==> src/rtl/vs_top_pkg.sv <==
package vs_top_pkg;
  localparam int ID_W     = 12;
  localparam int PRIO_W   = 8;
  localparam int WORD_W   = 32;
  localparam int EXT_ID   = 9;
  localparam int SOFT_ID  = 1;
  localparam int TIMER_ID = 5;
  localparam int ID_LSB   = 16;

  typedef enum logic [1:0] {
    PK_ZERO  = 2'd0,
    PK_ONE   = 2'd1,
    PK_IPRIO = 2'd2,
    PK_MAX   = 2'd3
  } prioKind_e;

  typedef struct packed {
    logic      selExt;
    logic      selInj;
    logic      selMajor;
    prioKind_e kind;
  } vsStrobe_t;
endpackage

==> src/rtl/vs_major_enc.sv <==
module vs_major_enc #(
  parameter int NUM_IRQ = 16,
  localparam int IDX_W = $clog2(NUM_IRQ)
) (
  input  logic [NUM_IRQ-1:0] active,
  output logic               hit,
  output logic [IDX_W-1:0]   idx
);
  import vs_top_pkg::*;

  // Scan from the top down so the lowest plain bit is left standing,
  // then let the three ranked bits override in reverse rank order.
  always_comb begin
    idx = '0;
    for (int i = NUM_IRQ - 1; i >= 0; i--) begin
      if (active[i] && i != EXT_ID && i != SOFT_ID && i != TIMER_ID)
        idx = IDX_W'(i);
    end
    if (active[TIMER_ID]) idx = IDX_W'(TIMER_ID);
    if (active[SOFT_ID])  idx = IDX_W'(SOFT_ID);
    if (active[EXT_ID])   idx = IDX_W'(EXT_ID);
    hit = |active;
  end
endmodule

==> src/rtl/vs_top_ctrl.sv <==
module vs_top_ctrl
  import vs_top_pkg::*;
#(
  parameter int NUM_IRQ = 16,
  localparam int IDX_W = $clog2(NUM_IRQ)
) (
  input  logic              clk,
  input  logic              rst,
  input  logic              extPend,
  input  logic              extEn,
  input  logic              majorHit,
  input  logic [IDX_W-1:0]  majorIdx,
  input  logic              ctlVti,
  input  logic [ID_W-1:0]   ctlIid,
  input  logic              ctlDpr,
  input  logic              ctlIpriom,
  input  logic [PRIO_W-1:0] ctlIprio,
  output vsStrobe_t         strb
);
  logic extValid, injValid, iidIsExt, iprioZero;
  prioKind_e extKind;

  always_comb begin
    iidIsExt  = (ctlIid == ID_W'(EXT_ID));
    iprioZero = (ctlIprio == '0);
    extValid  = extPend & extEn;
    injValid  = !iidIsExt;
    extKind   = (iidIsExt && !iprioZero) ? PK_IPRIO : PK_MAX;

    strb = '{selExt: 1'b0, selInj: 1'b0, selMajor: 1'b0, kind: PK_ONE};
    if (!ctlVti) begin
      if (majorHit) begin
        if (majorIdx == IDX_W'(EXT_ID)) strb.selExt = 1'b1;
        else                            strb.selMajor = 1'b1;
      end
    end else if (extValid && injValid) begin
      if (ctlDpr) strb.selExt = 1'b1;
      else        strb.selInj = 1'b1;
    end else if (extValid) begin
      strb.selExt = 1'b1;
    end else if (injValid) begin
      strb.selInj = 1'b1;
    end

    if (!ctlIpriom)        strb.kind = PK_ONE;
    else if (strb.selExt)  strb.kind = extKind;
    else if (strb.selInj)  strb.kind = !iprioZero ? PK_IPRIO : (ctlDpr ? PK_MAX : PK_ZERO);
    else                   strb.kind = PK_MAX;
  end

  p_one_winner_r9: assert property (@(posedge clk) disable iff (rst)
    $onehot0({strb.selExt, strb.selInj, strb.selMajor}));
  p_ext_needs_both_r2: assert property (@(posedge clk) disable iff (rst)
    (ctlVti && strb.selExt) |-> (extPend && extEn));
  p_inj_not_ext_r3: assert property (@(posedge clk) disable iff (rst)
    strb.selInj |-> (ctlVti && ctlIid != ID_W'(EXT_ID)));
  p_dpr_order_r4: assert property (@(posedge clk) disable iff (rst)
    (ctlVti && extPend && extEn && ctlIid != ID_W'(EXT_ID)) |-> (ctlDpr ? strb.selExt : strb.selInj));
  p_plain_mode_r1: assert property (@(posedge clk) disable iff (rst)
    !ctlVti |-> (majorHit == (strb.selExt || strb.selMajor)));
endmodule

==> src/rtl/vs_top_dp.sv <==
module vs_top_dp
  import vs_top_pkg::*;
#(
  parameter int NUM_IRQ = 16,
  parameter bit REG_OUT = 1'b1,
  localparam int IDX_W = $clog2(NUM_IRQ)
) (
  input  logic              clk,
  input  logic              rst,
  input  vsStrobe_t         strb,
  input  logic [IDX_W-1:0]  majorIdx,
  input  logic [ID_W-1:0]   ctlIid,
  input  logic              ctlIpriom,
  input  logic [PRIO_W-1:0] ctlIprio,
  output logic [WORD_W-1:0] topWord,
  output logic              vsPendFlag
);
  logic [ID_W-1:0]   winId;
  logic [PRIO_W-1:0] winPrio;
  logic              anyWin;
  logic [WORD_W-1:0] nextWord;

  always_comb begin
    anyWin = strb.selExt | strb.selInj | strb.selMajor;
    if (strb.selExt)      winId = ID_W'(EXT_ID);
    else if (strb.selInj) winId = ctlIid;
    else                  winId = ID_W'(majorIdx);
    unique case (strb.kind)
      PK_ZERO:  winPrio = '0;
      PK_ONE:   winPrio = PRIO_W'(1);
      PK_IPRIO: winPrio = ctlIprio;
      default:  winPrio = '1;
    endcase
    nextWord = '0;
    if (anyWin) begin
      nextWord[ID_LSB +: ID_W] = winId;
      nextWord[PRIO_W-1:0]     = winPrio;
    end
  end

  generate
    if (REG_OUT) begin : g_reg
      logic [WORD_W-1:0] wordQ;
      always_ff @(posedge clk) begin
        if (rst) wordQ <= '0;
        else     wordQ <= nextWord;
      end
      assign topWord = wordQ;

      p_reg_follow_r10: assert property (@(posedge clk) disable iff (rst)
        1'b1 |=> (topWord == $past(nextWord)));
    end else begin : g_comb
      assign topWord = nextWord;
    end
  endgenerate

  assign vsPendFlag = (topWord != '0);

  p_const_prio_r8: assert property (@(posedge clk) disable iff (rst)
    (!ctlIpriom && anyWin) |-> (nextWord[PRIO_W-1:0] == PRIO_W'(1)));
  p_empty_zero_r9: assert property (@(posedge clk) disable iff (rst)
    !anyWin |-> (nextWord == '0));
endmodule

==> src/rtl/vs_top_intr_select.sv <==
module vs_top_intr_select
  import vs_top_pkg::*;
#(
  parameter int NUM_IRQ = 16,
  parameter bit REG_OUT = 1'b1
) (
  input  logic               clk,
  input  logic               rst,
  input  logic [NUM_IRQ-1:0] vsPending,
  input  logic [NUM_IRQ-1:0] vsEnable,
  input  logic               ctlVti,
  input  logic [11:0]        ctlIid,
  input  logic               ctlDpr,
  input  logic               ctlIpriom,
  input  logic [7:0]         ctlIprio,
  output logic [31:0]        topWord,
  output logic               vsPendFlag
);
  localparam int IDX_W = $clog2(NUM_IRQ);

  logic [NUM_IRQ-1:0] active;
  logic               majorHit;
  logic [IDX_W-1:0]   majorIdx;
  vsStrobe_t          strb;

  assign active = vsPending & vsEnable;

  vs_major_enc #(.NUM_IRQ(NUM_IRQ)) i_enc (
    .active(active), .hit(majorHit), .idx(majorIdx)
  );

  vs_top_ctrl #(.NUM_IRQ(NUM_IRQ)) i_ctrl (
    .clk(clk), .rst(rst),
    .extPend(vsPending[EXT_ID]), .extEn(vsEnable[EXT_ID]),
    .majorHit(majorHit), .majorIdx(majorIdx),
    .ctlVti(ctlVti), .ctlIid(ctlIid), .ctlDpr(ctlDpr),
    .ctlIpriom(ctlIpriom), .ctlIprio(ctlIprio),
    .strb(strb)
  );

  vs_top_dp #(.NUM_IRQ(NUM_IRQ), .REG_OUT(REG_OUT)) i_dp (
    .clk(clk), .rst(rst), .strb(strb), .majorIdx(majorIdx),
    .ctlIid(ctlIid), .ctlIpriom(ctlIpriom), .ctlIprio(ctlIprio),
    .topWord(topWord), .vsPendFlag(vsPendFlag)
  );
endmodule

==> config.mk <==
export PLATFORM = sky130hd
export DESIGN_NAME = vs_top_intr_select
export DESIGN_NICKNAME = d
export VERILOG_FILES = /design/src/rtl/vs_top_pkg.sv /design/src/rtl/vs_major_enc.sv /design/src/rtl/vs_top_ctrl.sv /design/src/rtl/vs_top_dp.sv /design/src/rtl/vs_top_intr_select.sv
export SDC_FILE = /design/constraint.sdc
export NUM_CORES = 1
export LEC_CHECK = 0
export CORE_UTILIZATION = 35
export CTS_BUF_LIST = sky130_fd_sc_hd__clkbuf_2
export DETAILED_ROUTE_END_ITERATION = 16
export HOLD_SLACK_MARGIN = 0.06
export PLACE_DENSITY = 0.92
export SLEW_MARGIN = 10
export SYNTH_ARGS = -nofsm -noshare
export SYNTH_HDL_FRONTEND = slang
export SYNTH_HIERARCHICAL = 1
export SYNTH_SLANG_ARGS = --single-unit
==> constraint.sdc <==
create_clock -name clk -period 4.1 [get_ports clk]
set_input_delay 1.025 -clock clk [delete_from_list [all_inputs] [get_ports clk]]
set_output_delay 1.025 -clock clk [all_outputs]
set_load 0.01 [all_outputs]
==> results of run 1 <==
[layout make-up]
class / instances / area (sq um)
Fill cell: 283 / 1160
Clock buffer: 3 / 15.0
Multi-Input combinational cell: 117 / 738
Sequential cell: 20 / 400
Tap cell: 44 / 55.1
Timing Repair Buffer: 78 / 778
Inverter: 1 / 3.75
[metal layers]
layer  GRT usage [%]  share of wire (%)  up-vias
li1                -                  -      646
met1            16.6                 38      567
met2            33.0                 54       56
met3            1.07                6.4        4
met4            7.14               0.96        0
met5               0                  0        -
[worst max-delay path by stage]
| stage | to | slack (ps) | depth (start not counted) |
|---|---|---|---|
| floorplan | i_dp/topWord[17] | 840 | 10 |
| global placement | i_dp/topWord[22] | 450 | 11 |
| detailed placement | i_dp/topWord[27] | 380 | 11 |
| CTS | i_dp/topWord[27] | 690 | 11 |
| global route | i_dp/topWord[0] | 450 | 11 |
| finish | i_dp/topWord[27] | 670 | 11 |
[where the power goes]
part / total, W / internal, W / switching, W
Combinational: 0.000162 / 0.000100 / 0.0000619
Sequential: 0.000213 / 0.000207 / 0.00000619
Clock: 0.0000691 / 0.0000200 / 0.0000491
Total: 0.000444 / 0.000327 / 0.000117
[cell usage in the layout, fill, tap and decap left out]
master / synthesis / final
nor4b_1: 2 / 2
conb_1: 1 / 12
or3b_1: 1 / 1
or4_1: 1 / 1
dfxtp_1: 20 / 20
nor4_1: 9 / 9
o21ai_1: 1 / 1
and3_1: 2 / 2
nor3_1: 6 / 6
or4_4: 3 / 3
or2_1: 1 / 1
o21ai_0: 2 / 2
o21bai_1: 3 / 3
nor2_1: 9 / 9
nor2b_2: 1 / 1
clkdlybuf4s50_1: 0 / 77
or3_1: 1 / 1
clkbuf_2: 0 / 3
and2_1: 24 / 24
nor4bb_1: 1 / 1
inv_1: 1 / 1
a21oi_1: 4 / 4
nand2b_1: 1 / 1
o21a_1: 7 / 7
nand3_1: 4 / 4
nand2_1: 3 / 3
buf_4: 12 / 1
nor2_4: 1 / 1
nor3b_2: 1 / 1
nor2b_1: 5 / 5
a31oi_1: 2 / 2
mux2i_1: 2 / 2
o311ai_0: 1 / 1
nor3b_4: 1 / 1
a211o_1: 1 / 1
a211oi_1: 4 / 4
nor3_2: 1 / 1
[per-stage QoR]
step                total power (W)  std cells
floorplan                  0.000294        152
global placement           0.000376        260
detailed placement         0.000379        260
CTS                        0.000447        263
global route               0.000469        263
finish                     0.000444        263
[kinds of logic (layout without fill, tap and decap cells)]
family                 count (synthesis)  in the layout  synth area share [%]
muxes                                  2              2                  1.67
AOI/OAI and AO/OA                     25             25                  14.2
DFF                                   20             20                  33.4
other                                  1             12                 0.313
buffers and inverters                 15             82                  8.55
and+or+nand+nor                       78             78                  41.9
[critical path, stage by stage]
cell             delay [ps]
clkdlybuf4s50_1         390
and2_1                  170
or4_4                   540
nor2b_2                 130
or3b_1                  340
nor2b_1                 140
nand2_1                  70
o21ai_0                 130
buf_4                   190
nor3b_2                 360
and2_1                  190
==> results_dict.tcl, run 1 <==
set metrics [dict create \
    status "completed" \
    design_area_sq_um 1990 \
    finalSetupViolations 0 \
    yosysTopAreaCell "dfxtp_1" \
    synth_top_cell_area_share_pct 33.4 \
    end_kind "flip-flop" \
    rows 20 \
    holdCritPathClass "primary input to flip-flop" \
    synth_ff_type "dfxtp_1" \
    cts_max_level 1 \
    place_congestion 0.761 \
    cp_data_arrival_time_ps 3670 \
    clk_pin_slew_ps 150 \
    post_drt_wl_per_cell_um 11.4 \
    cp-startpoint "vsPending[15]" \
    num_antenna_cells 0 \
    ir_drop_uv 99.5 \
    worstHoldStart "ctlIid[5]" \
    dr.pass1.iters 4 \
    wirelength_um 3010 \
    dpl.hpwl_um 2660 \
    worst-path-max-fanout 8 \
    syn_inst 141 \
    finalCritPeriodShare_pct 83.7 \
    nets 278 \
    worst_hold_slack_ps 1320 \
    critPathLaunchType "primary input" \
    dieWidth_um 60.6 \
    drt-initial-drc-count 10 \
    grt_pass1_wl_um 4530 \
    preCtsSetupSlack_ps 379 \
    cts_tree "done" \
    grt.overflow.total 0 \
    timing.fmax_mhz 291 \
    synth-async-reset-ratio_pct 0 \
    antenna_left 0 \
    p_per_area_nw_per_um2 223 \
    drc 0 \
    final.setup.worst_slack_ps 669 \
    drive_gt1_share_pct 5.48 \
    hold_depth 2 \
    largest_register_ffs 20 \
    path_class "primary input to flip-flop" \
    synth_common_cells "and2_1 (24), dfxtp_1 (20), buf_4 (12), nor2_1 (9), nor4_1 (9)" \
    gr-usage-all-layers_pct 16.2 \
    netlist-cell-type-count 37 \
    vias_per_cell 4.84 \
    worstMarginPinSlew_ps 575 \
    p_leak_nw 0.749 \
    dieArea_sq_um 3670 \
    min_period_ps 3430 \
    syn-mean-instance-area_sq_um 8.51 \
    clock_path_buffers 2 \
    holdPathEnd "i_dp/topWord[21]" \
    synth_most_common_cell "and2_1" \
    cts_resized 0 \
    rsz0062_at_grt "false" \
    ioPinCount 90 \
    finalMaxSlewViolations 0 \
    post-route-util_pct 63.1 \
    die_h_um 60.6 \
    hold_viol 0 \
    ys_ff_latch 20 \
    area_growth_pct 65.9 \
    grt_pass1_vias 1137 \
    required_ps 4340 \
    num_vias 1273 \
    ys_warn_count 6 \
    synth_area_leaders "dfxtp_1 (33%), and2_1 (13%), buf_4 (7.5%), nor4_1 (4.7%), o21a_1 (4.4%)" \
    cts_root_buffer "clkbuf_2" \
    post_cts_buffers 0 \
    clock_sinks 20 \
    post_dp_cell_area_sq_um 1980 \
    initial_core_util_pct 38.1 \
    syn_area_sq_um 1200 \
    antenna_found_initial 0 \
    ys_seq_area_share_pct 33.4 \
    grt_max_degree 11 \
    numPortBuffers 77 \
    max_slew_margin_pct 61.5 \
    maxCapViolations 0 \
    fin_setup_tns_ps 0 \
    cts_buffers 3 \
    synth_edf_count 0 \
    hold_buffers 0 \
    core_sq_um 3150 \
]
No activity file was read; power rests on OpenSTA's default activity.
==> run 2, diff against run 1 <==
--- a/config.mk
+++ b/config.mk
@@ -5,11 +5,11 @@
 export SDC_FILE = /design/constraint.sdc
 export NUM_CORES = 1
 export LEC_CHECK = 0
-export CORE_UTILIZATION = 35
+export CORE_UTILIZATION = 31
 export CTS_BUF_LIST = sky130_fd_sc_hd__clkbuf_2
 export DETAILED_ROUTE_END_ITERATION = 16
 export HOLD_SLACK_MARGIN = 0.06
-export PLACE_DENSITY = 0.92
+export PLACE_DENSITY = 0.86
 export SLEW_MARGIN = 10
 export SYNTH_ARGS = -nofsm -noshare
 export SYNTH_HDL_FRONTEND = slang
==> constraint.sdc (replaced) <==
create_clock -name clk -period 3.1 [get_ports clk]
set_input_delay 0.775 -clock clk [delete_from_list [all_inputs] [get_ports clk]]
set_output_delay 0.775 -clock clk [all_outputs]
set_load 0.01 [all_outputs]
==> run 2 against run 1 <==
Against the previous run:
- flip-flop and latch count unchanged
- clock power increased by 36%
- cell area increased by 15%
- die area increased by 12%
- non-clock buffer count increased by 18
- total power increased by 45%
- worst setup slack got worse by 570 ps
- hold slack got worse by 260 ps
- wire length increased by 12%
- largest power group unchanged
==> results_dict.tcl, run 2 (same netlist as run 1, synthesis figures left out) <==
set metrics [dict create \
    status "completed" \
    dpl.hpwl_um 2830 \
    dr.pass1.iters 4 \
    path_class "primary input to flip-flop" \
    grt.overflow.total 0 \
    cts_max_level 1 \
    core_sq_um 3690 \
    preCtsSetupSlack_ps -357 \
    dieArea_sq_um 4120 \
    place_congestion 0.745 \
    fin_setup_tns_ps 0 \
    ir_drop_uv 113 \
    hold_buffers 0 \
    numPortBuffers 77 \
    required_ps 3360 \
    grt_pass1_vias 1339 \
    antenna_left 0 \
    clock_path_buffers 2 \
    layout_commonest_cell "clkdlybuf4s50_1" \
    area_growth_pct 90.0 \
    min_period_ps 3000 \
    post_drt_wl_per_cell_um 11.8 \
    drt-initial-drc-count 53 \
    cts_tree "done" \
    gr-usage-all-layers_pct 15.6 \
    grt_pass1_wl_um 5110 \
    post-route-util_pct 61.8 \
    timing.fmax_mhz 334 \
    finalCritPeriodShare_pct 96.7 \
    finalMaxSlewViolations 0 \
    vias_per_cell 4.75 \
    p_leak_nw 0.903 \
    multi_input_area_sq_um 876 \
    worst-path-max-fanout 7 \
    final.setup.worst_slack_ps 102 \
    clk_pin_slew_ps 160 \
    seq_area_sq_um 400 \
    critPathLaunchType "primary input" \
    cts_buffers 3 \
    maxCapViolations 0 \
    largest_register_ffs 20 \
    num_vias 1354 \
    worstMarginPinSlew_ps 647 \
    num_antenna_cells 0 \
    cp_data_arrival_time_ps 3260 \
    p_per_area_nw_per_um2 282 \
    hold_depth 2 \
    antenna_found_initial 0 \
    holdCritPathClass "primary input to flip-flop" \
    drc 0 \
    rows 22 \
    ioPinCount 90 \
    max_slew_margin_pct 56.7 \
    finalSetupViolations 0 \
    hold_viol 0 \
    worstHoldStart "ctlIid[7]" \
    grt_max_degree 11 \
    nets 296 \
    end_kind "flip-flop" \
    clock_sinks 20 \
    drive_gt1_share_pct 19.8 \
    wirelength_um 3370 \
    layout_common_cells "clkdlybuf4s50_1 (74), and2_1 (22), dfxtp_1 (20), buf_4 (18), conb_1 (12)" \
    cts_root_buffer "clkbuf_2" \
    dieWidth_um 64.2 \
    initial_core_util_pct 32.5 \
    holdPathEnd "i_dp/topWord[23]" \
    die_h_um 64.2 \
    n_fill_cell 327 \
]
-- run 2: cell count changes in the layout (fill, tap and decap cells not counted), moves of 2 or more --
cell | before | now
buf_4 | 1 | 18
dlymetal6s2s_1 | 0 | 3
nor4_4 | 0 | 2
clkdlybuf4s50_1 | 77 | 74
nor3_1 | 6 | 4
and2_4 | 0 | 2
nor2b_1 | 5 | 3
nor4_1 | 9 | 7
and2_1 | 24 | 22
-- run 2: worst max-delay path by stage --
stage,startpoint,end,cells past startpoint
after global routing,vsPending[6],i_dp/topWord[3],11
after global placement,vsPending[15],i_dp/topWord[22],11
after floorplan,vsPending[15],i_dp/topWord[17],10
final,vsPending[7],i_dp/topWord[4],11
after detailed placement,vsPending[15],i_dp/topWord[18],11
after CTS,vsPending[15],i_dp/topWord[17],11
-- run 2: final cells by class --
| cell class | count | share of cell area, % |
|---|---|---|
| clock buffers | 3 | 0.659 |
| inverters | 1 | 0.165 |
| multi-input cells | 117 | 38.4 |
| flip-flops and latches | 20 | 17.6 |
| well taps | 48 | 2.63 |
| repair buffers | 96 | 40.6 |
-- run 2: per-layer routing --
layer	part of all wire, %	GRT usage [%]	up-vias	wire length (um)
met1	37	14.6	595	1260
li1	-	-	686	-
met4	1.9	7.78	0	63
met2	55	32.2	66	1860
met5	0	0	-	0
met3	5.4	1.79	7	183
-- run 2: power breakdown --
group	leakage (nW)	total [W]	internal [W]	switching (W)
Sequential	0.165	0.000282	0.000273	0.00000825
Combinational	0.726	0.000267	0.000165	0.000103
Clock	0.0125	0.0000943	0.0000264	0.0000679
Total	0.903	0.000643	0.000464	0.000179
-- run 2: metrics by stage --
step / hold slack, ps / area [sq um] / instances / power (W)
2_1_floorplan: 885 / 1240 / 152 / 0.000389
3_3_place_gp: 1380 / 2110 / 281 / 0.000516
3_5_place_dp: 1380 / 2110 / 281 / 0.000521
4_1_cts: 1040 / 2140 / 285 / 0.000617
5_1_grt: 1040 / 2280 / 285 / 0.000682
6_report: 1050 / 2280 / 285 / 0.000643
-- run 2: worst max-delay path: stages --
cell and delay, ps:
clkdlybuf4s50_1 390, and2_1 200, or4_4 540, a21oi_4 150, nor4_4 80, nor4bb_4 310
nand2_2 120, o21ai_4 100, nor3_4 60, nor3b_4 350, o21a_1 180
-- run 2: repair_timing --
action / CTS / global route
setup endpoints to repair: 10 / 20
resized for setup: 3 / 28
pin swaps: 1 / 11
buffers inserted: 1 / 0
